--- config.mk ---
export PLATFORM = sky130hd
export DESIGN_NAME = tbm_unit
export DESIGN_NICKNAME = d
export VERILOG_FILES = /design/src/rtl/tbm_pkg.sv /design/src/rtl/tbm_field_extract.sv /design/src/rtl/tbm_mask_gen.sv /design/src/rtl/tbm_flag_gen.sv /design/src/rtl/tbm_unit.sv
export SDC_FILE = /design/constraint.sdc
export NUM_CORES = 1
export LEC_CHECK = 0
export BUFFER_PORTS_ARGS = -buffer_cell sky130_fd_sc_hd__clkbuf_2
export CELL_PAD_IN_SITES_DETAIL_PLACEMENT = 1
export CELL_PAD_IN_SITES_GLOBAL_PLACEMENT = 1
export CORE_ASPECT_RATIO = 0.5
export CORE_MARGIN = 3
export CORE_UTILIZATION = 34
export DETAILED_ROUTE_END_ITERATION = 7
export MAX_ROUTING_LAYER = met4
export PLACE_DENSITY = 0.73
export SLEW_MARGIN = 5
export SYNTH_ARGS = -nofsm -noshare
export SYNTH_HDL_FRONTEND = slang
export SYNTH_SLANG_ARGS = --single-unit
--- constraint.sdc ---
create_clock -name clk -period 7.31 [get_ports clk]
set_input_delay 1.462 -clock clk [delete_from_list [all_inputs] [get_ports clk]]
set_output_delay 1.462 -clock clk [all_outputs]
set_load 0.05 [all_outputs]
--- src/rtl/tbm_pkg.sv ---
// Shared types for the trailing-bit mask unit.
// Assumes a 4-bit operation code; codes above OP_MSK_ZEROS are unassigned.
package tbm_pkg;

    typedef enum logic [3:0] {
        OP_FIELD       = 4'd0,
        OP_FILL_LOWCLR = 4'd1,
        OP_ISOCLR_INV  = 4'd2,
        OP_ISOCLR      = 4'd3,
        OP_MSK_LOWCLR  = 4'd4,
        OP_SET_LOWCLR  = 4'd5,
        OP_INVMSK_ONES = 4'd6,
        OP_FILL_LOWSET = 4'd7,
        OP_ISOSET_CMP  = 4'd8,
        OP_MSK_ZEROS   = 4'd9
    } tbm_op_e;

    typedef struct packed {
        logic cf;
        logic zf;
        logic sf;
        logic ovf;
        logic pf;
        logic af;
    } tbm_flags_t;

    // True for codes that build their mask from source plus one
    function automatic logic op_uses_inc(input logic [3:0] op);
        return (op >= 4'd1) && (op <= 4'd6);
    endfunction

    // True for codes that build their mask from source minus one
    function automatic logic op_uses_dec(input logic [3:0] op);
        return (op >= 4'd7) && (op <= 4'd9);
    endfunction

endpackage

--- src/rtl/tbm_field_extract.sv ---
// Right-aligned bit-field extraction.
// The control word carries the start position in its low FIELD_W bits and
// the length in its high FIELD_W bits. Out-of-range starts give zero, and
// over-long lengths are clipped by the shift, which zero-fills from the top.
module tbm_field_extract #(
    parameter int WIDTH   = 64,
    parameter int FIELD_W = 8
) (
    input  logic [WIDTH-1:0]     src,
    input  logic [2*FIELD_W-1:0] ctrl,
    output logic [WIDTH-1:0]     result
);
    logic [FIELD_W-1:0] start_pos;
    logic [FIELD_W-1:0] field_len;
    logic [WIDTH-1:0]   shifted;
    logic [WIDTH-1:0]   len_mask;

    assign start_pos = ctrl[FIELD_W-1:0];
    assign field_len = ctrl[2*FIELD_W-1:FIELD_W];

    // Move the field down to bit 0, or give zero if the start lies past the top
    always_comb begin
        if (32'(start_pos) >= WIDTH) shifted = '0;
        else                         shifted = src >> start_pos;
    end

    // One comparator per bit keeps the low `field_len` bits
    for (genvar i = 0; i < WIDTH; i++) begin : g_len_mask
        assign len_mask[i] = (32'(field_len) > i);
    end

    assign result = shifted & len_mask;
endmodule

--- src/rtl/tbm_mask_gen.sv ---
// The nine mask operations built on source +/- 1.
// The carry comes from the adder's own extra bit: the carry out of x+1, or
// the borrow out of x-1. No separate all-ones or zero compare is used.
module tbm_mask_gen
    import tbm_pkg::*;
#(
    parameter int WIDTH = 64
) (
    input  logic [WIDTH-1:0] src,
    input  logic [3:0]       op,
    output logic [WIDTH-1:0] mask,
    output logic             carry
);
    logic [WIDTH:0] inc_full;
    logic [WIDTH:0] dec_full;
    logic [WIDTH-1:0] inc_v;
    logic [WIDTH-1:0] dec_v;

    assign inc_full = {1'b0, src} + {{WIDTH{1'b0}}, 1'b1};
    assign dec_full = {1'b0, src} - {{WIDTH{1'b0}}, 1'b1};
    assign inc_v    = inc_full[WIDTH-1:0];
    assign dec_v    = dec_full[WIDTH-1:0];

    // Pick the mask formula for the current code
    always_comb begin
        case (tbm_op_e'(op))
            OP_FILL_LOWCLR: mask = inc_v & src;
            OP_ISOCLR_INV:  mask = ~inc_v | src;
            OP_ISOCLR:      mask = inc_v & ~src;
            OP_MSK_LOWCLR:  mask = inc_v ^ src;
            OP_SET_LOWCLR:  mask = inc_v | src;
            OP_INVMSK_ONES: mask = inc_v | ~src;
            OP_FILL_LOWSET: mask = dec_v | src;
            OP_ISOSET_CMP:  mask = dec_v | ~src;
            OP_MSK_ZEROS:   mask = dec_v & ~src;
            default:        mask = '0;
        endcase
    end

    // Carry out of the increment, or borrow out of the decrement
    always_comb begin
        if (op_uses_inc(op))      carry = inc_full[WIDTH];
        else if (op_uses_dec(op)) carry = dec_full[WIDTH];
        else                      carry = 1'b0;
    end
endmodule

--- src/rtl/tbm_flag_gen.sv ---
// Flags under the logic-instruction convention, taken from the final result.
// Assumes `carry_in` is already forced to zero for codes that clear CF.
// An illegal code clears every flag.
module tbm_flag_gen
    import tbm_pkg::*;
#(
    parameter int WIDTH = 64
) (
    input  logic [WIDTH-1:0] result,
    input  logic             carry_in,
    input  logic             legal,
    output tbm_flags_t       flags
);
    // Form the flags, or give all zero for an unassigned code
    always_comb begin
        flags = '0;
        if (legal) begin
            flags.cf  = carry_in;
            flags.zf  = (result == '0);
            flags.sf  = result[WIDTH-1];
            flags.pf  = ~^result[7:0];
            flags.ovf = 1'b0;
            flags.af  = 1'b0;
        end
    end
endmodule

--- src/rtl/tbm_unit.sv ---
// Top level of the trailing-bit mask and field-extract unit.
// There is one register stage. The operands are taken when in_valid is
// high, and the results hold their value otherwise. Reset is synchronous
// and active low.
module tbm_unit
    import tbm_pkg::*;
#(
    parameter int WIDTH   = 64,
    parameter int OP_W    = 4,
    parameter int FIELD_W = 8
) (
    input  logic                 clk,
    input  logic                 rst_n,
    input  logic                 in_valid,
    input  logic [WIDTH-1:0]     in_src,
    input  logic [OP_W-1:0]      in_op,
    input  logic [2*FIELD_W-1:0] in_ctrl,
    output logic                 out_valid,
    output logic [WIDTH-1:0]     out_result,
    output logic                 out_cf,
    output logic                 out_zf,
    output logic                 out_sf,
    output logic                 out_of,
    output logic                 out_pf,
    output logic                 out_af,
    output logic                 out_illegal
);
    localparam int LAST_CODE = 9;

    logic [WIDTH-1:0] field_res;
    logic [WIDTH-1:0] mask_res;
    logic             mask_carry;
    logic             legal;
    logic             is_field;
    logic [WIDTH-1:0] next_result;
    logic             next_carry;
    tbm_flags_t       next_flags;

    assign legal    = (32'(in_op) <= LAST_CODE);
    assign is_field = (in_op == OP_W'(OP_FIELD));

    tbm_field_extract #(.WIDTH(WIDTH), .FIELD_W(FIELD_W)) u_field (
        .src    (in_src),
        .ctrl   (in_ctrl),
        .result (field_res)
    );

    tbm_mask_gen #(.WIDTH(WIDTH)) u_mask (
        .src   (in_src),
        .op    (4'(in_op)),
        .mask  (mask_res),
        .carry (mask_carry)
    );

    // Choose the result and the carry source for the code
    always_comb begin
        if (!legal)        begin next_result = '0;        next_carry = 1'b0;       end
        else if (is_field) begin next_result = field_res; next_carry = 1'b0;       end
        else               begin next_result = mask_res;  next_carry = mask_carry; end
    end

    tbm_flag_gen #(.WIDTH(WIDTH)) u_flags (
        .result   (next_result),
        .carry_in (next_carry),
        .legal    (legal),
        .flags    (next_flags)
    );

    // Output stage: valid follows the input, and the data loads only on a valid input
    always_ff @(posedge clk) begin
        if (!rst_n) begin
            out_valid   <= 1'b0;
            out_result  <= '0;
            out_cf      <= 1'b0;
            out_zf      <= 1'b0;
            out_sf      <= 1'b0;
            out_of      <= 1'b0;
            out_pf      <= 1'b0;
            out_af      <= 1'b0;
            out_illegal <= 1'b0;
        end else begin
            out_valid <= in_valid;
            if (in_valid) begin
                out_result  <= next_result;
                out_cf      <= next_flags.cf;
                out_zf      <= next_flags.zf;
                out_sf      <= next_flags.sf;
                out_of      <= next_flags.ovf;
                out_pf      <= next_flags.pf;
                out_af      <= next_flags.af;
                out_illegal <= ~legal;
            end
        end
    end
endmodule

==> impl_metrics.toml <==
[sta]
whs_ns = 0.473
skew_ns = 0
post-route-min-period_ns = 7.07
relSlewSlack_pct = 2.81
finalHoldViolations = 0
rsz0062_at_grt = "no"
finalCritPeriodShare_pct = 96.7
tightest_slew_ns = 1.45
finalSetupViolations = 0
fmax_mhz = 141
finalMaxSlewViolations = 0

[clock_network]
clock_sinks = 69
clk_latency_ns = 0.34
cts_made_buffers = 9
htreeDepth = 3
ctsRootBufferMaster = "clkbuf_16"
clkTransAtPathRegs_ns = 0.06
clockBufferDepth = 2
cts_tree = "built"
post_cts_buffers = 0

[layout]
multi_input_area_um2 = 15200
drive_above_1_share_pct = 20.3
regArea_um2 = 1380
syn_to_final_growth_pct = 15.8
nFillCells = 6788
finish.net_count = 3027
final_cells = 3557

[floorplan]
die_w_um = 333
rows = 59
die_y_um = 169
ioPinCount = 159
core_area_um2 = 52400
die_area_um2 = 56400
start_util_pct = 34.7

[worst_setup_path]
cp-start-kind = "primary input"
crit_type = "in2reg"
r2r_end = "out_result[54]"
slowest_delay_ns = 0.45
r2r_start = "out_result[54]"
cp-end-kind = "flop"
cpMaxStageDelayCell = "or4b_1"
cpLargestDelayFamily = "simple AND/OR/NAND/NOR gates"
critPathBufInv = 6
worstRegToRegCells = 2
crit_required_ns = 7.58
cp.depth = 26
path_common_cell = "inv_1"
worstPathMaxFanout = 5
worstPathArrival_ns = 7.34
crit_path_start = "in_src[1]"
reg2reg_slack_ns = 6.53
crit_end = "out_zf"

[global_route]
grt-ovfl-total = 0
antenna_found_initial = 27
grt_pass1_vias = 23800
grt_max_degree = 68
grt_first_pass_wirelength_mm = 197
track_usage_pct = 50.8

[routing]
postRouteAntennaNets = 0
drt_iter0_markers = 4839
num_vias = 26200
routedWlPerCell_um = 41.1
wirelength_mm = 146
vias_per_cell = 7.36
first_pass_iters = 8
drc = 0

[yosys]
synth_warnings = 0
ys_ff_latch = 69
async_flop_share_pct = 0
synth_commonest_cells = "257 x nor2_1, 237 x nand2_1, 233 x a21oi_1, 192 x clkbuf_1, 178 x o21ai_0"
netlist_area_um2 = 18200
synth_most_common_cell = "nor2_1"
synth-seq-area-share_pct = 7.61
yosys.area.top_type = "ha_1"
synth_ff_type = "dfxtp_1"
synth_cell_types = 96
synth_edf_count = 0
syn_avg_cell_area_um2 = 6.78
synthTopCellsByArea = "ha_1 9.2%, dfxtp_1 7.6%, a21oi_1 6.4%"
netlist_instances = 2679
yosysTopAreaCellShare_pct = 9.16

[power_and_ir_drop]
peakVddDrop_mv = 0.178
power_density_nw_per_um2 = 118
p_leak_uw = 0.00828

[job]
maxCapViolations = 0

[run_status]
outcome = "complete, no violations"

[place]
routabilityCongestion = 1.14
dpl.hpwl_mm = 118
port_buffers = 156
dp_cells = 3497

[min_path]
worstHoldPathType = "reg2reg"
## area by class of cell
class | instances | share of cell area (%)
clock buffers | 9 | 1.07
diodes | 44 | 0.524
clock inverters | 7 | 0.393
repair buffers | 384 | 12.2
multi-input cells | 2199 | 72.5
inverters | 144 | 2.57
well taps | 701 | 4.17
flip-flops and latches | 69 | 6.57
## cell usage in the layout (no fill, tap or decap), drive strengths merged, types with 35 or more instances in the layout
| master | instances |
|---|---|
| a211oi | 59 |
| a21oi | 233 |
| a22oi | 35 |
| buf | 233 |
| clkbuf | 160 |
| dfxtp | 69 |
| diode | 44 |
| ha | 133 |
| inv | 141 |
| mux2 | 44 |
| mux2i | 80 |
| mux4 | 47 |
| nand2 | 237 |
| nand3 | 94 |
| nand4 | 35 |
| nor2 | 257 |
| nor3 | 112 |
| nor4 | 51 |
| o211ai | 40 |
| o21ai | 180 |
| o22ai | 58 |
## how the worst min path moves through the flow
stage                   startpoint              to  slack, ns  cells past startpoint
floorplan           out_result[42]  out_result[42]       0.68                      2
global placement    out_result[27]  out_result[27]       0.46                      2
detailed placement  out_result[30]  out_result[30]       0.47                      2
CTS                 out_result[30]  out_result[30]       0.47                      2
global route        out_result[30]  out_result[30]       0.49                      2
finish              out_result[42]  out_result[42]       0.47                      2
## layer usage
metal	vias to the layer above	GRT usage [%]	routed length, um
met5	-	-	0
met1	13100	69.0	61400
met4	0	16.4	6210
met2	2321	62.3	51800
met3	379	26.5	26700
li1	10400	-	-
## worst reg2reg max path: cells and delay by family (launching register included)
| family | cells | cell delay (ns) |
|---|---|---|
| AOI/OAI and AO/OA | 1 | 0.28 |
| DFF | 1 | 0.36 |
| and+or+nand+nor | 1 | 0.05 |
## per-stage QoR
stage | util, % | total power, uW | instance area (um^2) | setup slack [ns] | TNS, ns
after global routing | 40.1 | 2500 | 21000 | 0.0204 | 0
final | 40.1 | 2480 | 21000 | 0.240 | 0
after floorplan | - | 1230 | 18200 | 1.28 | 0
after CTS | 39.9 | 2370 | 20900 | 0.140 | 0
after global placement | 39.3 | 1900 | 20600 | -0.0537 | -0.0537
after detailed placement | 39.3 | 1910 | 20600 | -0.190 | -0.190
## timing repair
| item | in CTS | in global routing |
|---|---|---|
| hold buffers | 0 | 0 |
| resized for setup | 0 | 3 |
| endpoints found under the hold margin | 0 | 0 |
| setup endpoints to repair | 0 | 1 |
## report_power, final
| group | switching [uW] | internal, uW |
|---|---|---|
| registers | 16.6 | 404 |
| clock network | 189 | 270 |
| logic | 1150 | 445 |
## sequential cells by signal, indices dropped and copies added, names as in the netlist
signal,flops
out_zf,1
out_valid,1
out_illegal,1
out_cf,1
out_result,64
out_pf,1
## cell families after synthesis
logic type,share of synthesized area (%)
and+or+nand+nor,26.4
DFF,7.61
AOI/OAI and AO/OA,32.9
xor gates and xnor gates,1.78
adders and majority gates,9.16
buffers and inverters,9.10
muxes,13.0
other,0.0206
Power figures use the tool's default switching activity.
